### src/rtl/oneshot_pkg.sv
// Package: shared types for the dual one-shot timer.
// Assumes: the three control pins of a channel always travel together as one
// packed struct, in the bit order trig_n, trig, clr_n.
package oneshot_pkg;

    typedef struct packed {
        logic trig_n;
        logic trig;
        logic clr_n;
    } os_pins_t;

    // Level pattern that fires nothing: used as the synchronizer reset value.
    localparam os_pins_t PINS_IDLE = '{trig_n: 1'b1, trig: 1'b0, clr_n: 1'b1};

    // Which trigger path fired; the order sets the priority when several fire at once.
    typedef enum logic [1:0] {
        SRC_NONE = 2'd0,
        SRC_FALL = 2'd1,
        SRC_RISE = 2'd2,
        SRC_CLR  = 2'd3
    } os_src_e;

endpackage

### src/rtl/os_sync.sv
// Module: os_sync
// Brings the three control pins of one channel into the clock domain through
// STAGES flops. It also keeps the previous synchronized value for edge detection.
// Assumes: STAGES >= 2. Reset loads the idle pattern, so the release of reset
// never looks like an edge.
module os_sync
    import oneshot_pkg::*;
#(
    parameter int STAGES = 2
) (
    input  logic     clk,
    input  logic     rst_n,
    input  os_pins_t raw_i,
    output os_pins_t cur_o,
    output os_pins_t prv_o
);

    localparam int LAST = STAGES - 1;

    os_pins_t pipe_q [STAGES];
    os_pins_t prv_q;

    // Shift the raw pins through the synchronizer chain.
    always_ff @(posedge clk) begin
        if (!rst_n) begin
            for (int i = 0; i < STAGES; i++) begin
                pipe_q[i] <= PINS_IDLE;
            end
        end else begin
            pipe_q[0] <= raw_i;
            for (int i = 1; i < STAGES; i++) begin
                pipe_q[i] <= pipe_q[i-1];
            end
        end
    end

    // Keep the last synchronized value one cycle longer for edge detection.
    always_ff @(posedge clk) begin
        if (!rst_n) begin
            prv_q <= PINS_IDLE;
        end else begin
            prv_q <= pipe_q[LAST];
        end
    end

    assign cur_o = pipe_q[LAST];
    assign prv_o = prv_q;

endmodule

### src/rtl/os_edge_qual.sv
// Module: os_edge_qual
// Finds the edges on the three synchronized pins and gates each edge with the
// level of the other two. The result is one fire pulse per cycle.
// Assumes: cur/prv come from the same synchronizer, one cycle apart.
module os_edge_qual
    import oneshot_pkg::*;
(
    input  os_pins_t cur_i,
    input  os_pins_t prv_i,
    output logic     fire_o
);

    logic    fall_tn, rise_t, rise_c;
    logic    gate_tn, gate_t, gate_c;
    os_src_e src;

    // Raw edge detection on each synchronized pin.
    always_comb begin
        fall_tn = prv_i.trig_n & ~cur_i.trig_n;
        rise_t  = ~prv_i.trig  &  cur_i.trig;
        rise_c  = ~prv_i.clr_n &  cur_i.clr_n;
    end

    // Level qualification: each edge needs the other two pins in the enabling state.
    always_comb begin
        gate_tn = cur_i.trig    & cur_i.clr_n;
        gate_t  = ~cur_i.trig_n & cur_i.clr_n;
        gate_c  = ~cur_i.trig_n & cur_i.trig;
    end

    // Priority pick of the firing path.
    always_comb begin
        if (fall_tn && gate_tn) begin
            src = SRC_FALL;
        end else if (rise_t && gate_t) begin
            src = SRC_RISE;
        end else if (rise_c && gate_c) begin
            src = SRC_CLR;
        end else begin
            src = SRC_NONE;
        end
    end

    assign fire_o = (src != SRC_NONE);

endmodule

### src/rtl/os_counter.sv
// Module: os_counter
// Down-counter that times one pulse. A fire loads the length and a low clear
// empties the counter. The pulse is active while the count is non-zero.
// Assumes: clr_n_i is already synchronized. fire_i is only asserted while
// clr_n_i is high, but clear wins regardless.
module os_counter #(
    parameter int CNT_W = 16
) (
    input  logic             clk,
    input  logic             rst_n,
    input  logic             clr_n_i,
    input  logic             fire_i,
    input  logic [CNT_W-1:0] len_i,
    output logic [CNT_W-1:0] cnt_o,
    output logic             active_o
);

    localparam logic [CNT_W-1:0] ZERO = '0;
    localparam logic [CNT_W-1:0] ONE  = {{(CNT_W-1){1'b0}}, 1'b1};

    logic [CNT_W-1:0] cnt_q;

    // Clear, reload on fire, otherwise count down to zero.
    always_ff @(posedge clk) begin
        if (!rst_n) begin
            cnt_q <= ZERO;
        end else if (!clr_n_i) begin
            cnt_q <= ZERO;
        end else if (fire_i) begin
            cnt_q <= len_i;
        end else if (cnt_q != ZERO) begin
            cnt_q <= cnt_q - ONE;
        end
    end

    assign cnt_o    = cnt_q;
    assign active_o = (cnt_q != ZERO);

endmodule

### src/rtl/os_channel.sv
// Module: os_channel
// One complete one-shot: synchronizer, edge qualifier, counter and output pair.
// Assumes: the control pins may be asynchronous to clk. len_i is sampled only
// on the cycle the channel fires.
module os_channel
    import oneshot_pkg::*;
#(
    parameter int CNT_W       = 16,
    parameter int SYNC_STAGES = 2
) (
    input  logic             clk,
    input  logic             rst_n,
    input  logic             trig_n_i,
    input  logic             trig_i,
    input  logic             clr_n_i,
    input  logic [CNT_W-1:0] len_i,
    output logic             q_o,
    output logic             q_n_o,
    output logic             fire_o,
    output logic [CNT_W-1:0] cnt_o
);

    os_pins_t raw, cur, prv;
    logic     fire, active;

    // Bundle the three pins for the synchronizer.
    always_comb begin
        raw.trig_n = trig_n_i;
        raw.trig   = trig_i;
        raw.clr_n  = clr_n_i;
    end

    os_sync #(.STAGES(SYNC_STAGES)) u_sync (
        .clk   (clk),
        .rst_n (rst_n),
        .raw_i (raw),
        .cur_o (cur),
        .prv_o (prv)
    );

    os_edge_qual u_qual (
        .cur_i  (cur),
        .prv_i  (prv),
        .fire_o (fire)
    );

    os_counter #(.CNT_W(CNT_W)) u_cnt (
        .clk      (clk),
        .rst_n    (rst_n),
        .clr_n_i  (cur.clr_n),
        .fire_i   (fire),
        .len_i    (len_i),
        .cnt_o    (cnt_o),
        .active_o (active)
    );

    assign q_o    = active;
    assign q_n_o  = ~active;
    assign fire_o = fire;

endmodule

### src/rtl/dual_oneshot_timer.sv
// Module: dual_oneshot_timer
// Top level: NCH independent retriggerable one-shot channels, each with its
// own pins, clear and length field.
// Assumes: a synchronous active-low reset. Each channel's length is in clock
// cycles, and zero means no pulse.
module dual_oneshot_timer #(
    parameter int NCH   = 2,
    parameter int CNT_W = 16
) (
    input  logic                      clk,
    input  logic                      rst_n,
    input  logic [NCH-1:0]            trig_n_i,
    input  logic [NCH-1:0]            trig_i,
    input  logic [NCH-1:0]            clr_n_i,
    input  logic [NCH-1:0][CNT_W-1:0] len_i,
    output logic [NCH-1:0]            q_o,
    output logic [NCH-1:0]            q_n_o
);

    localparam int SYNC_STAGES = 2;

    logic [NCH-1:0]            ch_fire;
    logic [NCH-1:0][CNT_W-1:0] ch_cnt;

    // One channel instance per index; the channels share nothing but the clock and reset.
    for (genvar c = 0; c < NCH; c++) begin : g_ch
        os_channel #(
            .CNT_W       (CNT_W),
            .SYNC_STAGES (SYNC_STAGES)
        ) u_ch (
            .clk      (clk),
            .rst_n    (rst_n),
            .trig_n_i (trig_n_i[c]),
            .trig_i   (trig_i[c]),
            .clr_n_i  (clr_n_i[c]),
            .len_i    (len_i[c]),
            .q_o      (q_o[c]),
            .q_n_o    (q_n_o[c]),
            .fire_o   (ch_fire[c]),
            .cnt_o    (ch_cnt[c])
        );
    end

endmodule

### config.mk
export PLATFORM = sky130hd
export DESIGN_NAME = dual_oneshot_timer
export DESIGN_NICKNAME = d
export VERILOG_FILES = /design/src/rtl/oneshot_pkg.sv /design/src/rtl/os_sync.sv /design/src/rtl/os_edge_qual.sv /design/src/rtl/os_counter.sv /design/src/rtl/os_channel.sv /design/src/rtl/dual_oneshot_timer.sv
export SDC_FILE = /design/constraint.sdc
export NUM_CORES = 1
export LEC_CHECK = 0
export ABC_AREA = 1
export BUFFER_PORTS_ARGS = -buffer_cell sky130_fd_sc_hd__buf_4
export CAP_MARGIN = 20
export CORE_MARGIN = 3
export CORE_UTILIZATION = 55
export CTS_CLUSTER_DIAMETER = 100
export DETAILED_ROUTE_END_ITERATION = 12
export PLACE_DENSITY_LB_ADDON = 0.1
export SYNTH_ARGS = -nofsm -noshare
export SYNTH_HDL_FRONTEND = slang
export SYNTH_SLANG_ARGS = --single-unit
### constraint.sdc
create_clock -name clk -period 2.2 [get_ports clk]
set_clock_uncertainty 0.05 [all_clocks]
set_input_delay 0.11 -clock clk [delete_from_list [all_inputs] [get_ports clk]]
set_output_delay 0.11 -clock clk [all_outputs]
set_load 0.01 [all_outputs]
Yosys cells after proc, flatten, opt, wreduce, memory -nomap -nowiden
Memories as Yosys holds them, arrays and structs flattened.
Cells that the tools add are included.
{ "word_totals": {"input_bits": 40, "output_inout_bits": 4, "latchBits": 0, "mem_bits_rw": 12, "wordCells": 66, "register_bits": 38, "memories": 2, "rom_bits": 0} }
{ "op_classes": {"bitwise": 24, "n_eq_ne": 0, "multipliers": 0, "div": 0, "reduce_logical": 14, "shifts": 0, "n_lt_le_gt_ge": 0, "addsub": 2, "muxes": 16} }
{ "mem_list": {"columns": ["name", "depth", "width", "read_ports", "rd_ports_with_merged_regs", "wr", "line", "text"], "rows": [
  ["g_ch[0].u_ch.u_sync.pipe_q", 2, 3, 2, 0, 2, "os_sync.sv:20", "os_pins_t pipe_q [STAGES];"],
  ["g_ch[1].u_ch.u_sync.pipe_q", 2, 3, 2, 0, 2, "os_sync.sv:20", null]
]} }
{ "op_table": {"columns": ["op", "count"], "rows": [
  ["16-bit two-way mux", 4],
  ["16-bit nonzero test", 2],
  ["16-bit by 1-bit subtractor with 16-bit output, second input constant", 2],
  ["1-bit AND", 12],
  ["2-bit two-way mux", 6],
  ["3-bit two-way mux", 4],
  ["1-bit inverter", 8],
  ["2-bit nonzero test", 4],
  ["1-bit logical AND", 6],
  ["1-bit bitwise OR", 4],
  ["2-bit AND reduction", 2],
  ["1-bit two-way mux", 2]
]} }

Longest topological paths before layout
Gate-level depths: netlist of the first run.
{ "depth": {"word_depth": 8, "mapped_depth": 10, "mapped_depth_nobuf": 10} }

Cells and area by module
Synthesis of the first run repeated with hierarchy kept, for this count alone.
{ "hier_totals": {"hier_cells": 434, "hier_area_um2": 2992.9} }
{ "modules_own_cells": {"columns": ["module", "instances", "area_per_inst_um2", "cells_per_inst", "seq_area_each_um2"], "rows": [
  ["os_counter", 2, 1191.1, 180, 320.3],
  ["os_sync", 2, 281.5, 31, 180.2],
  ["os_edge_qual", 2, 20.0, 5, 0.0],
  ["os_channel", 2, 3.8, 1, 0.0]
]} }

Worst setup path before layout of the first run
OpenSTA, ideal clock, no wires.
{ "synth_path": {"path_kind": "register to register", "from": "reg g_ch[0].u_ch.u_cnt.cnt_q[0]", "to": "reg g_ch[0].u_ch.u_cnt.cnt_q[6]", "required_ps": 2034, "path_slack_ps": 766, "path_stages_with_launch": 10, "arrival_time_ps": 1268, "period_less_slack_ps": 1434, "setup_ps": 116, "n_path_buf": 0, "cell_sequence": "dfxtp_1 > inv_1 > ha_1 > nand2_2 > nor2_2 > nand2_2 > nor2_4 > nand4_2 > nand2_2 > nor2_1"} }
{ "synth_via": {"elab_chain_len": 3, "elab_cells_between_ends": 5, "classes_between": "add/sub: 1; mux: 2; reduce/logical: 2"} }
{ "synth_rtl": {"columns": ["item", "line", "text"], "rows": [
  ["from (decl)", "os_counter.sv:21", "logic [CNT_W-1:0] cnt_q;"],
  ["from (signal assigned)", "os_counter.sv:30", "cnt_q <= len_i;"],
  ["from (signal assigned)", "os_counter.sv:32", "cnt_q <= cnt_q - ONE;"],
  ["16-bit by 1-bit subtractor with 16-bit output", "os_counter.sv:32", null],
  ["16-bit two-way mux", "os_counter.sv:31", "end else if (cnt_q != ZERO) begin"],
  ["16-bit two-way mux", "os_counter.sv:29", "end else if (fire_i) begin"]
]} }
Several ways; a longest one is shown, not always the timed one. The select of a mux whose other input is x is not followed.
A chain may end at the register's enable or synchronous reset.

Worst setup path in the final report of the first run
{ "layout_path": {"from": "reg g_ch[0].u_ch.u_cnt.cnt_q[0]", "to": "out q_n_o[0]"} }
{ "layout_via": {"elab_chain_len": 2} }
{ "layout_rtl": {"columns": ["item", "line", "text"], "rows": [
  ["16-bit nonzero test", "os_counter.sv:37", "assign active_o = (cnt_q != ZERO);"],
  ["1-bit inverter", "os_channel.sv:58", "assign q_n_o = ~active;"],
  ["to (decl)", "dual_oneshot_timer.sv:17", "output logic [NCH-1:0] q_n_o"]
]} }
Every way passes these cells.

==> impl_metrics.csv, run 1 <==
group,metric,value,unit
timing,clock.fmax,532,MHz
cells_and_area,layout_commonest_cell,"nand2_1",
clocking,clock_sinks,50,
route,drc_errors,0,
cells_and_area,n_antenna_cell,0,
worst_setup_path,crit_type,"reg2out",
global_routing,grt_max_degree,27,
timing,setup_violations,0,
power,switchingPower,0.00260,W
timing,relSlewSlack,66.3,%
global_routing,grt_antenna_before_repair,0,
clocking,cts_buffers,5,
place,dp_hpwl,4.44,mm
synth,syn_avg_cell_area,6.67,um2
place,io_buffers,43,
place,postPlaceCellArea,3130,um2
synth,synth.cell_area,2820,um2
worst_setup_path,crit_fanout,5,
synth,synth_cell_types,32,
timing,layout_setup_ws,0.319,ns
synth,synth_ff_type,"dfxtp_1",
clocking,clkTransAtPathRegs,0.10,ns
clocking,cts_tree,"done",
synth,synth-seq-area-share,35.5,%
power,switching_share,48.9,%
cells_and_area,design_area,3310,um2
worst_setup_path,worstPathRequired,2.04,ns
route,drt-total-wl,6.00,mm
route,vias,2669,
synth,ys_ff_latch,50,
synth,synthArstFlopShare,0,%
route,drtIter0Drc,149,
timing,min_period_over_period,85.5,%
timing,fin_crit,1.88,ns
floorplan,die_width,77.6,um
flow_run,cap_violations,0,
floorplan,core,4850,um2
synth,synth_edf_count,0,
clocking,clockRootBuffer,"clkbuf_8",
floorplan,die_h,77.6,um
power,p_per_area,1600,nW/um2
status,status,"finished, final reports clean",
timing,finalMaxSlewViolations,0,
synth,syn_nets,465,
global_routing,grt_pass1_wl,10.3,mm
power,comb_power_share,60.5,%
worst_setup_path,cpPeakStageDelay,0.35,ns
global_routing,grt_pass1_vias,2393,
floorplan,start_util,58.2,%
route,viasPerCell,5.00,
synth,netlist_instances,423,
route,avgRoutedWirePerCell,11.2,um
route,drt_first_pass_iters,5,
cells_and_area,drive_above_1_share,20.6,%
worst_setup_path,slowest_stage,"dfxtp_1",
power,leakage,1.67,nW
timing,setup_tns,0,ns
timing,timing_worst_slew_pin_value,0.505,ns
power,peakVddDrop,0.764,mV
cells_and_area,n_fill_cell,457,
cells_and_area,syn_to_final_growth,17.5,%
worst_setup_path,crit_arrival,1.72,ns
clocking,cts_buffer_depth,2,
global_routing,grt_use_total,20.6,%
timing,hold_viol_final,0,
clocking,htree_levels,2,
worst_setup_path,worst_setup_path_start_kind,"register",
worst_hold_path,worstHoldPathType,"in2reg",
cells_and_area,nets,509,
route,ant_nets,0,
place,place_ws,0.546,ns
cells_and_area,layout_common_cells,"130 x nand2_1, 55 x nor2_1, 50 x dfxtp_1, 46 x inv_1, 43 x buf_4",
timing,holdWs,0.0143,ns
floorplan,dieArea,6020,um2
floorplan,pin_count,44,
power,pwr-share-seq,27.3,%
clocking,clk_latency,0.31,ns
worst_setup_path,worst_setup_path_end_kind,"output pin",
synth,yosysWarnings,0,
timing,rsz0062_at_grt,"no",
global_routing,grt_overflow,0,
place,gp_congestion,0.927,
worst_setup_path,cpLargestDelayFamily,"simple AND/OR/NAND/NOR gates",
clocking,ctsResizeCount,0,
power,p_int,0.00272,W
power,p_clk_share,12.2,%
worst_setup_path,path_cells,"inv_1, ha_1, nand2_2, nor2_2, nand2_2, nor2_4, nand3_2, inv_1, buf_4",
worst_setup_path,worst-path-buf-inv,3,
floorplan,rows,25,
-- synthesized netlist by cell type (all sizes together) (4+ instances only) --
master	instances	share of area, %
dfxtp	50	35
nand4	6	1.8
xnor2	5	1.6
a21oi	10	1.8
nand3	41	8.4
nand3b	4	1.5
o21ai	13	2.3
nand2	138	19
buf	12	3.3
or2	13	2.9
nor2	73	12
inv	48	6.4
-- flip-flops by register name, indices dropped and copies added, names as in the netlist --
register                 flops
g_ch.u_ch.u_sync.prv_o       6
g_ch.u_ch.u_sync.pipe_q     12
g_ch.u_ch.u_cnt.cnt_o       32
-- per-layer routing --
layer | vias up | part of all wire (%) | track usage [%]
met5 | - | 0 | 0
met4 | 0 | 1.2 | 7.12
met3 | 7 | 5.4 | 3.83
met2 | 77 | 45 | 34.0
met1 | 1190 | 49 | 27.0
li1 | 1395 | - | -
-- metrics by stage --
stage | cells | power [W] | util, %
finish | 534 | 0.00531 | 68.3
global route | 534 | 0.00584 | 68.3
CTS | 534 | 0.00530 | 68.3
detailed placement | 519 | 0.00463 | 64.5
global placement | 519 | 0.00454 | 64.5
floorplan | 423 | 0.00403 | -
-- worst reg2reg max path: cells and delay by family (launching register included) --
kind,cells,cell delay [ns]
AND/OR/NAND/NOR,6,0.84
flip-flops,1,0.35
adder cells (fa/ha/maj),1,0.21
buffers and inverters,1,0.09
AO/OA/AOI/OAI,1,0.06
-- final cells by class --
type | count | area (um2) | share of cell area (%)
inverter | 48 | 180 | 5.44
timing repair buffer | 51 | 403 | 12.2
multi-input combinational | 311 | 1540 | 46.4
tap | 67 | 83.8 | 2.53
clock inverter | 2 | 38.8 | 1.17
clock buffer | 5 | 68.8 | 2.08
sequential | 50 | 1000 | 30.2
-- repair_timing --
item | CTS | global route
endpoints found under the hold margin | 8 | 0
endpoints found under the setup margin | 0 | 0
hold buffers | 8 | 0
setup buffers | 0 | 0
-- power by group through the flow --
stage          combinational (W)  sequential, W  clock, W
6_report                 0.00321        0.00145  0.000649
5_1_grt                  0.00366        0.00149  0.000690
4_1_cts                  0.00320        0.00144  0.000659
3_5_place_dp             0.00317        0.00146         0
3_3_place_gp             0.00308        0.00146         0
2_1_floorplan            0.00263        0.00139         0
-- kinds of logic after synthesis --
kind of cell,count (synthesis),synth area share [%]
buffers and inverters,62,9.98
AOI/OAI and AO/OA,26,4.88
and+or+nand+nor,276,46.6
xor gates and xnor gates,7,2.17
DFF,50,35.5
adders and majority gates,2,0.887
-- path summary, 6_finish.rpt --
path	startpoint	endpoint	slack, ns	depth (start not counted)
worst max register to register	g_ch[0].u_ch.u_cnt.cnt_o[0]$_SDFFE_PN0P_	g_ch[0].u_ch.u_cnt.cnt_o[4]$_SDFFE_PN0P_	0.51	9
worst max-delay path	g_ch[0].u_ch.u_cnt.cnt_o[0]$_SDFFE_PN0P_	q_n_o[0]	0.32	9
worst min-delay path	len_i[26]	g_ch[1].u_ch.u_cnt.cnt_o[10]$_SDFFE_PN0P_	0.01	3
worst min register to register	g_ch[1].u_ch.u_sync.pipe_q[0][0]$_SDFF_PN1_	g_ch[1].u_ch.u_sync.pipe_q[0][3]$_SDFF_PN1_	0.36	2
Note: power is estimated with default switching activity, not from simulation.
==> run 2: changes to the inputs <==
--- a/config.mk
+++ b/config.mk
@@ -12,6 +12,7 @@
 export CORE_UTILIZATION = 55
 export CTS_CLUSTER_DIAMETER = 100
 export DETAILED_ROUTE_END_ITERATION = 12
+export MAX_ROUTING_LAYER = met4
 export PLACE_DENSITY_LB_ADDON = 0.1
 export SYNTH_ARGS = -nofsm -noshare
 export SYNTH_HDL_FRONTEND = slang
==> impl_metrics.csv, run 2 (same netlist as run 1, synthesis figures left out) <==
group,metric,value,unit
cells_and_area,utilization,68.3,%
clocking,clockRootBuffer,"clkbuf_8",
global_routing,grt_overflow,0,
worst_setup_path,crit_type,"reg2out",
worst_setup_path,cpLargestDelayFamily,"simple AND/OR/NAND/NOR gates",
worst_setup_path,slowest_stage,"dfxtp_1",
worst_setup_path,worst_setup_path_end_kind,"output pin",
route,viasPerCell,5.01,
worst_setup_path,path_cells,"inv_1, ha_1, nand2_2, nor2_2, nand2_2, nor2_4, nand3_2, inv_1, buf_4",
floorplan,dieArea,6020,um2
worst_setup_path,crit_fanout,5,
route,avgRoutedWirePerCell,11.2,um
global_routing,grt_pass1_wl,10.3,mm
floorplan,rows,25,
worst_setup_path,worstPathRequired,2.04,ns
power,power,0.00532,W
timing,setup_tns,0,ns
clocking,cts_buffers,5,
cells_and_area,largest_reg_flops,32,
worst_hold_path,min_delay_path_depth,3,
cells_and_area,stdcell_count,534,
route,drt_first_pass_iters,5,
clocking,clkTransAtPathRegs,0.10,ns
flow_run,cap_violations,0,
clocking,cts_tree,"done",
place,gp_congestion,0.943,
timing,hold_viol_final,0,
cells_and_area,nets,509,
power,peakVddDrop,0.762,mV
worst_setup_path,r2r_cells,9,
global_routing,grt_antenna_before_repair,0,
place,place_ws,0.546,ns
cells_and_area,n_fill_cell,457,
place,place_inst,519,
place,io_buffers,43,
route,drc_errors,0,
floorplan,die_width,77.6,um
clocking,clock_sinks,50,
cells_and_area,n_antenna_cell,0,
cells_and_area,layout_commonest_cell,"nand2_1",
timing,fin_crit,1.89,ns
clocking,clk_latency,0.31,ns
timing,finalMaxSlewViolations,0,
global_routing,grt_pass1_vias,2401,
clocking,cts_buffer_depth,2,
worst_hold_path,worstHoldPathType,"in2reg",
cells_and_area,drive_above_1_share,20.6,%
cells_and_area,syn_to_final_growth,17.5,%
route,ant_nets,0,
worst_setup_path,worst_setup_path_start_kind,"register",
floorplan,pin_count,44,
floorplan,start_util,58.2,%
timing,rsz0062_at_grt,"no",
worst_hold_path,min_to,"g_ch[1].u_ch.u_cnt.cnt_o[10]$_SDFFE_PN0P_",
timing,setup_violations,0,
global_routing,grt_max_degree,27,
power,leakage,1.67,nW
timing,layout_setup_ws,0.314,ns
worst_setup_path,rr_endpoint,"g_ch[0].u_ch.u_cnt.cnt_o[4]$_SDFFE_PN0P_",
place,dp_hpwl,4.44,mm
floorplan,die_h,77.6,um
worst_setup_path,crit_arrival,1.73,ns
worst_setup_path,r2r-start,"g_ch[0].u_ch.u_cnt.cnt_o[0]$_SDFFE_PN0P_",
global_routing,grt_use_total,21.2,%
status,status,"finished, final reports clean",
timing,relSlewSlack,66.3,%
worst_setup_path,worst-path-buf-inv,3,
clocking,htree_levels,2,
route,drtIter0Drc,146,
floorplan,core,4850,um2
worst_setup_path,cpPeakStageDelay,0.35,ns
power,p_per_area,1600,nW/um2
timing,min_period_over_period,85.7,%
timing,clock.fmax,530,MHz
cells_and_area,layout_common_cells,"130 x nand2_1, 55 x nor2_1, 50 x dfxtp_1, 46 x inv_1, 43 x buf_4",
route,vias,2673,
timing,timing_worst_slew_pin_value,0.505,ns
worst_hold_path,worstHoldStart,"len_i[26]",
worst_setup_path,reg2reg_setup_slack,0.50,ns
route,drt-total-wl,6.00,mm
[run 2: stage by stage]
step           hold WS [ns]  area, um2
2_1_floorplan         0.145       2820
5_1_grt             0.00885       3310
3_3_place_gp          0.228       3130
4_1_cts              0.0103       3310
3_5_place_dp          0.234       3130
6_report             0.0132       3310
[run 2: worst max path at each step]
stage | from | end | slack (ns) | cells past startpoint
floorplan | g_ch[0].u_ch.u_cnt.cnt_o[0]$_SDFFE_PN0P_ | g_ch[0].u_ch.u_cnt.cnt_o[6]$_SDFFE_PN0P_ | 0.77 | 9
global placement | g_ch[1].u_ch.u_sync.prv_o[2]$_SDFF_PN1_ | g_ch[1].u_ch.u_cnt.cnt_o[7]$_SDFFE_PN0P_ | 0.62 | 6
detailed placement | g_ch[0].u_ch.u_cnt.cnt_o[0]$_SDFFE_PN0P_ | g_ch[0].u_ch.u_cnt.cnt_o[4]$_SDFFE_PN0P_ | 0.55 | 9
CTS | g_ch[0].u_ch.u_cnt.cnt_o[0]$_SDFFE_PN0P_ | q_n_o[0] | 0.32 | 9
global route | g_ch[0].u_ch.u_cnt.cnt_o[0]$_SDFFE_PN0P_ | q_n_o[0] | 0.18 | 9
finish | g_ch[0].u_ch.u_cnt.cnt_o[0]$_SDFFE_PN0P_ | q_n_o[0] | 0.31 | 9
[run 2: what timing repair did]
item	in CTS	in global routing
hold endpoints to repair	8	0
hold buffers	8	0
endpoints found under the setup margin	0	0
resized for setup	0	0
setup buffers	0	0
[run 2: power breakdown]
| group | internal [W] | switching, W |
|---|---|---|
| clock network | 0.000335 | 0.000315 |
| logic | 0.00121 | 0.00201 |
| registers | 0.00118 | 0.000276 |
| total | 0.00272 | 0.00260 |
[run 2: worst min-delay path, cell delays in order]
cell	delay (ns)
buf_4	0.11
nand2_1	0.06
a21oi_1	0.06
[run 2: routing by layer]
layer  vias to the layer above  routed length, um  track usage (%)
li1                       1395                  -                -
met1                      1190               2890             27.1
met2                        81               2710             34.2
met3                         7                330             3.48
met4                         0                 70             7.12
met5                         -                  0                -
[run 2: area by class of cell]
type | count | area [um2] | share of cell area, %
Clock inverter | 2 | 38.8 | 1.17
Tap cell | 67 | 83.8 | 2.53
Sequential cell | 50 | 1000 | 30.2
Multi-Input combinational cell | 311 | 1540 | 46.4
Timing Repair Buffer | 51 | 403 | 12.2
Inverter | 48 | 180 | 5.44
Clock buffer | 5 | 68.8 | 2.08
==> run 3: changes to the inputs <==
--- a/config.mk
+++ b/config.mk
@@ -6,10 +6,13 @@
 export NUM_CORES = 1
 export LEC_CHECK = 0
 export ABC_AREA = 1
+export ABC_CLOCK_PERIOD_IN_PS = 2200
 export BUFFER_PORTS_ARGS = -buffer_cell sky130_fd_sc_hd__buf_4
 export CAP_MARGIN = 20
+export CELL_PAD_IN_SITES_DETAIL_PLACEMENT = 1
+export CELL_PAD_IN_SITES_GLOBAL_PLACEMENT = 1
 export CORE_MARGIN = 3
-export CORE_UTILIZATION = 55
+export CORE_UTILIZATION = 43
 export CTS_CLUSTER_DIAMETER = 100
 export DETAILED_ROUTE_END_ITERATION = 12
 export MAX_ROUTING_LAYER = met4
==> impl_metrics.csv, run 3 (same netlist as run 1, synthesis figures left out) <==
group,metric,value,unit
worst_setup_path,r2r-start,"g_ch[0].u_ch.u_cnt.cnt_o[0]$_SDFFE_PN0P_",
timing,finalMaxSlewViolations,0,
route,drc_errors,0,
timing,min_period_over_period,86.3,%
cells_and_area,layout_commonest_cell,"nand2_1",
cells_and_area,drive_above_1_share,20.9,%
place,io_buffers,43,
global_routing,grt_overflow,0,
worst_setup_path,crit_fanout,5,
global_routing,grt_max_degree,27,
clocking,clk_latency,0.32,ns
power,power,0.00535,W
clocking,clkTransAtPathRegs,0.10,ns
global_routing,grt_pass1_wl,12.4,mm
worst_hold_path,worstHoldStart,"len_i[6]",
cells_and_area,n_antenna_cell,0,
route,viasPerCell,4.92,
worst_setup_path,cpPeakStageDelay,0.36,ns
timing,rsz0062_at_grt,"no",
floorplan,core,6130,um2
cells_and_area,syn_to_final_growth,17.3,%
worst_setup_path,worst_setup_path_end_kind,"output pin",
global_routing,grt_pass1_vias,2769,
timing,fin_crit,1.90,ns
worst_setup_path,rr_endpoint,"g_ch[0].u_ch.u_cnt.cnt_o[12]$_SDFFE_PN0P_",
route,drtIter0Drc,67,
timing,relSlewSlack,64.2,%
worst_setup_path,worstPathRequired,2.04,ns
worst_setup_path,crit_type,"reg2out",
cells_and_area,nets,509,
route,vias,2673,
worst_hold_path,min_delay_path_depth,3,
worst_hold_path,min_to,"g_ch[0].u_ch.u_cnt.cnt_o[6]$_SDFFE_PN0P_",
worst_setup_path,reg2reg_setup_slack,0.49,ns
clocking,clockRootBuffer,"clkbuf_8",
global_routing,grt_antenna_before_repair,0,
power,p_per_area,1620,nW/um2
worst_hold_path,worstHoldPathType,"in2reg",
power,peakVddDrop,0.709,mV
floorplan,start_util,46.0,%
worst_setup_path,cpLargestDelayFamily,"simple AND/OR/NAND/NOR gates",
floorplan,die_width,87.0,um
worst_setup_path,path_cells,"inv_1, ha_1, nand2_2, nor2_2, nand2_2, nor2_4, nand3_2, inv_1, buf_4",
route,avgRoutedWirePerCell,13.1,um
timing,hold_viol_final,0,
route,ant_nets,0,
route,drt_first_pass_iters,4,
cells_and_area,layout_common_cells,"130 x nand2_1, 55 x nor2_1, 50 x dfxtp_1, 46 x inv_1, 44 x buf_4",
place,gp_congestion,0.829,
floorplan,pin_count,44,
clocking,cts_tree,"done",
clocking,htree_levels,2,
clocking,cts_buffers,5,
worst_setup_path,r2r_cells,9,
timing,clock.fmax,527,MHz
status,status,"finished, final reports clean",
power,leakage,1.66,nW
worst_setup_path,slowest_stage,"dfxtp_1",
worst_setup_path,crit_arrival,1.74,ns
route,drt-total-wl,7.13,mm
flow_run,cap_violations,0,
worst_setup_path,worst-path-buf-inv,3,
timing,timing_worst_slew_pin_value,0.536,ns
floorplan,die_h,87.0,um
place,dp_hpwl,5.50,mm
cells_and_area,largest_reg_flops,32,
floorplan,dieArea,7570,um2
worst_setup_path,worst_setup_path_start_kind,"register",
worst_setup_path,cp.depth,9,
clocking,clock_sinks,50,
global_routing,grt_use_total,21.0,%
timing,setup_violations,0,
clocking,ctsResizeCount,0,
timing,setup_tns,0,ns
floorplan,rows,28,
clocking,cts_buffer_depth,2,
cells_and_area,utilization,54.0,%
run 3: report_power, final:
group          leakage, nW  switching [W]  internal, W
Clock               0.0495       0.000347     0.000237
Combinational         1.20        0.00210      0.00121
Sequential           0.411       0.000285      0.00118
Total                 1.66        0.00273      0.00262
run 3: worst register-to-register path, cell delays in order (launching register included):
cell and delay (ns):
dfxtp_1 0.36, inv_1 0.11, ha_1 0.22, nand2_2 0.09, nor2_2 0.11, nand2_2 0.10, nor2_4 0.14, nand4_2 0.18
nand2_2 0.18, nor2_1 0.06
run 3: worst max-delay path by stage:
stage | startpoint | end | slack [ns]
floorplan | g_ch[0].u_ch.u_cnt.cnt_o[0]$_SDFFE_PN0P_ | g_ch[0].u_ch.u_cnt.cnt_o[6]$_SDFFE_PN0P_ | 0.77
global placement | g_ch[0].u_ch.u_cnt.cnt_o[0]$_SDFFE_PN0P_ | g_ch[0].u_ch.u_cnt.cnt_o[12]$_SDFFE_PN0P_ | 0.61
detailed placement | g_ch[0].u_ch.u_cnt.cnt_o[0]$_SDFFE_PN0P_ | g_ch[0].u_ch.u_cnt.cnt_o[6]$_SDFFE_PN0P_ | 0.50
CTS | g_ch[0].u_ch.u_cnt.cnt_o[0]$_SDFFE_PN0P_ | q_n_o[0] | 0.29
global route | g_ch[0].u_ch.u_cnt.cnt_o[0]$_SDFFE_PN0P_ | q_n_o[0] | 0.16
finish | g_ch[0].u_ch.u_cnt.cnt_o[0]$_SDFFE_PN0P_ | q_n_o[0] | 0.30
run 3: stage by stage:
| stage | hold WS, ns | setup WS [ns] | instance area, um2 | cells |
|---|---|---|---|---|
| final | 0.00437 | 0.301 | 3310 | 543 |
| after global routing | 0.0114 | 0.155 | 3310 | 543 |
| after CTS | 0.00468 | 0.292 | 3310 | 543 |
| after detailed placement | 0.235 | 0.502 | 3140 | 528 |
| after global placement | 0.230 | 0.615 | 3140 | 528 |
| after floorplan | 0.145 | 0.766 | 2820 | 423 |
run 3: repair_timing:
action	CTS	global route
setup buffers	0	0
hold endpoints to repair	7	0
hold buffers	7	0
run 3: metal layers:
metal	track usage [%]	routed length (um)
met5	-	0
met4	3.40	50
met3	3.31	251
met2	35.3	3260
met1	27.0	3570
run 3: area by class of cell:
| cell class | instances | area (um2) |
|---|---|---|
| clock buffer | 5 | 68.8 |
| fill | 829 | 2820 |
| inverter | 48 | 180 |
| timing repair buffer | 51 | 400 |
| tap | 75 | 93.8 |
| multi-input combinational | 311 | 1540 |
| clock inverter | 3 | 26.3 |
| sequential | 50 | 1000 |
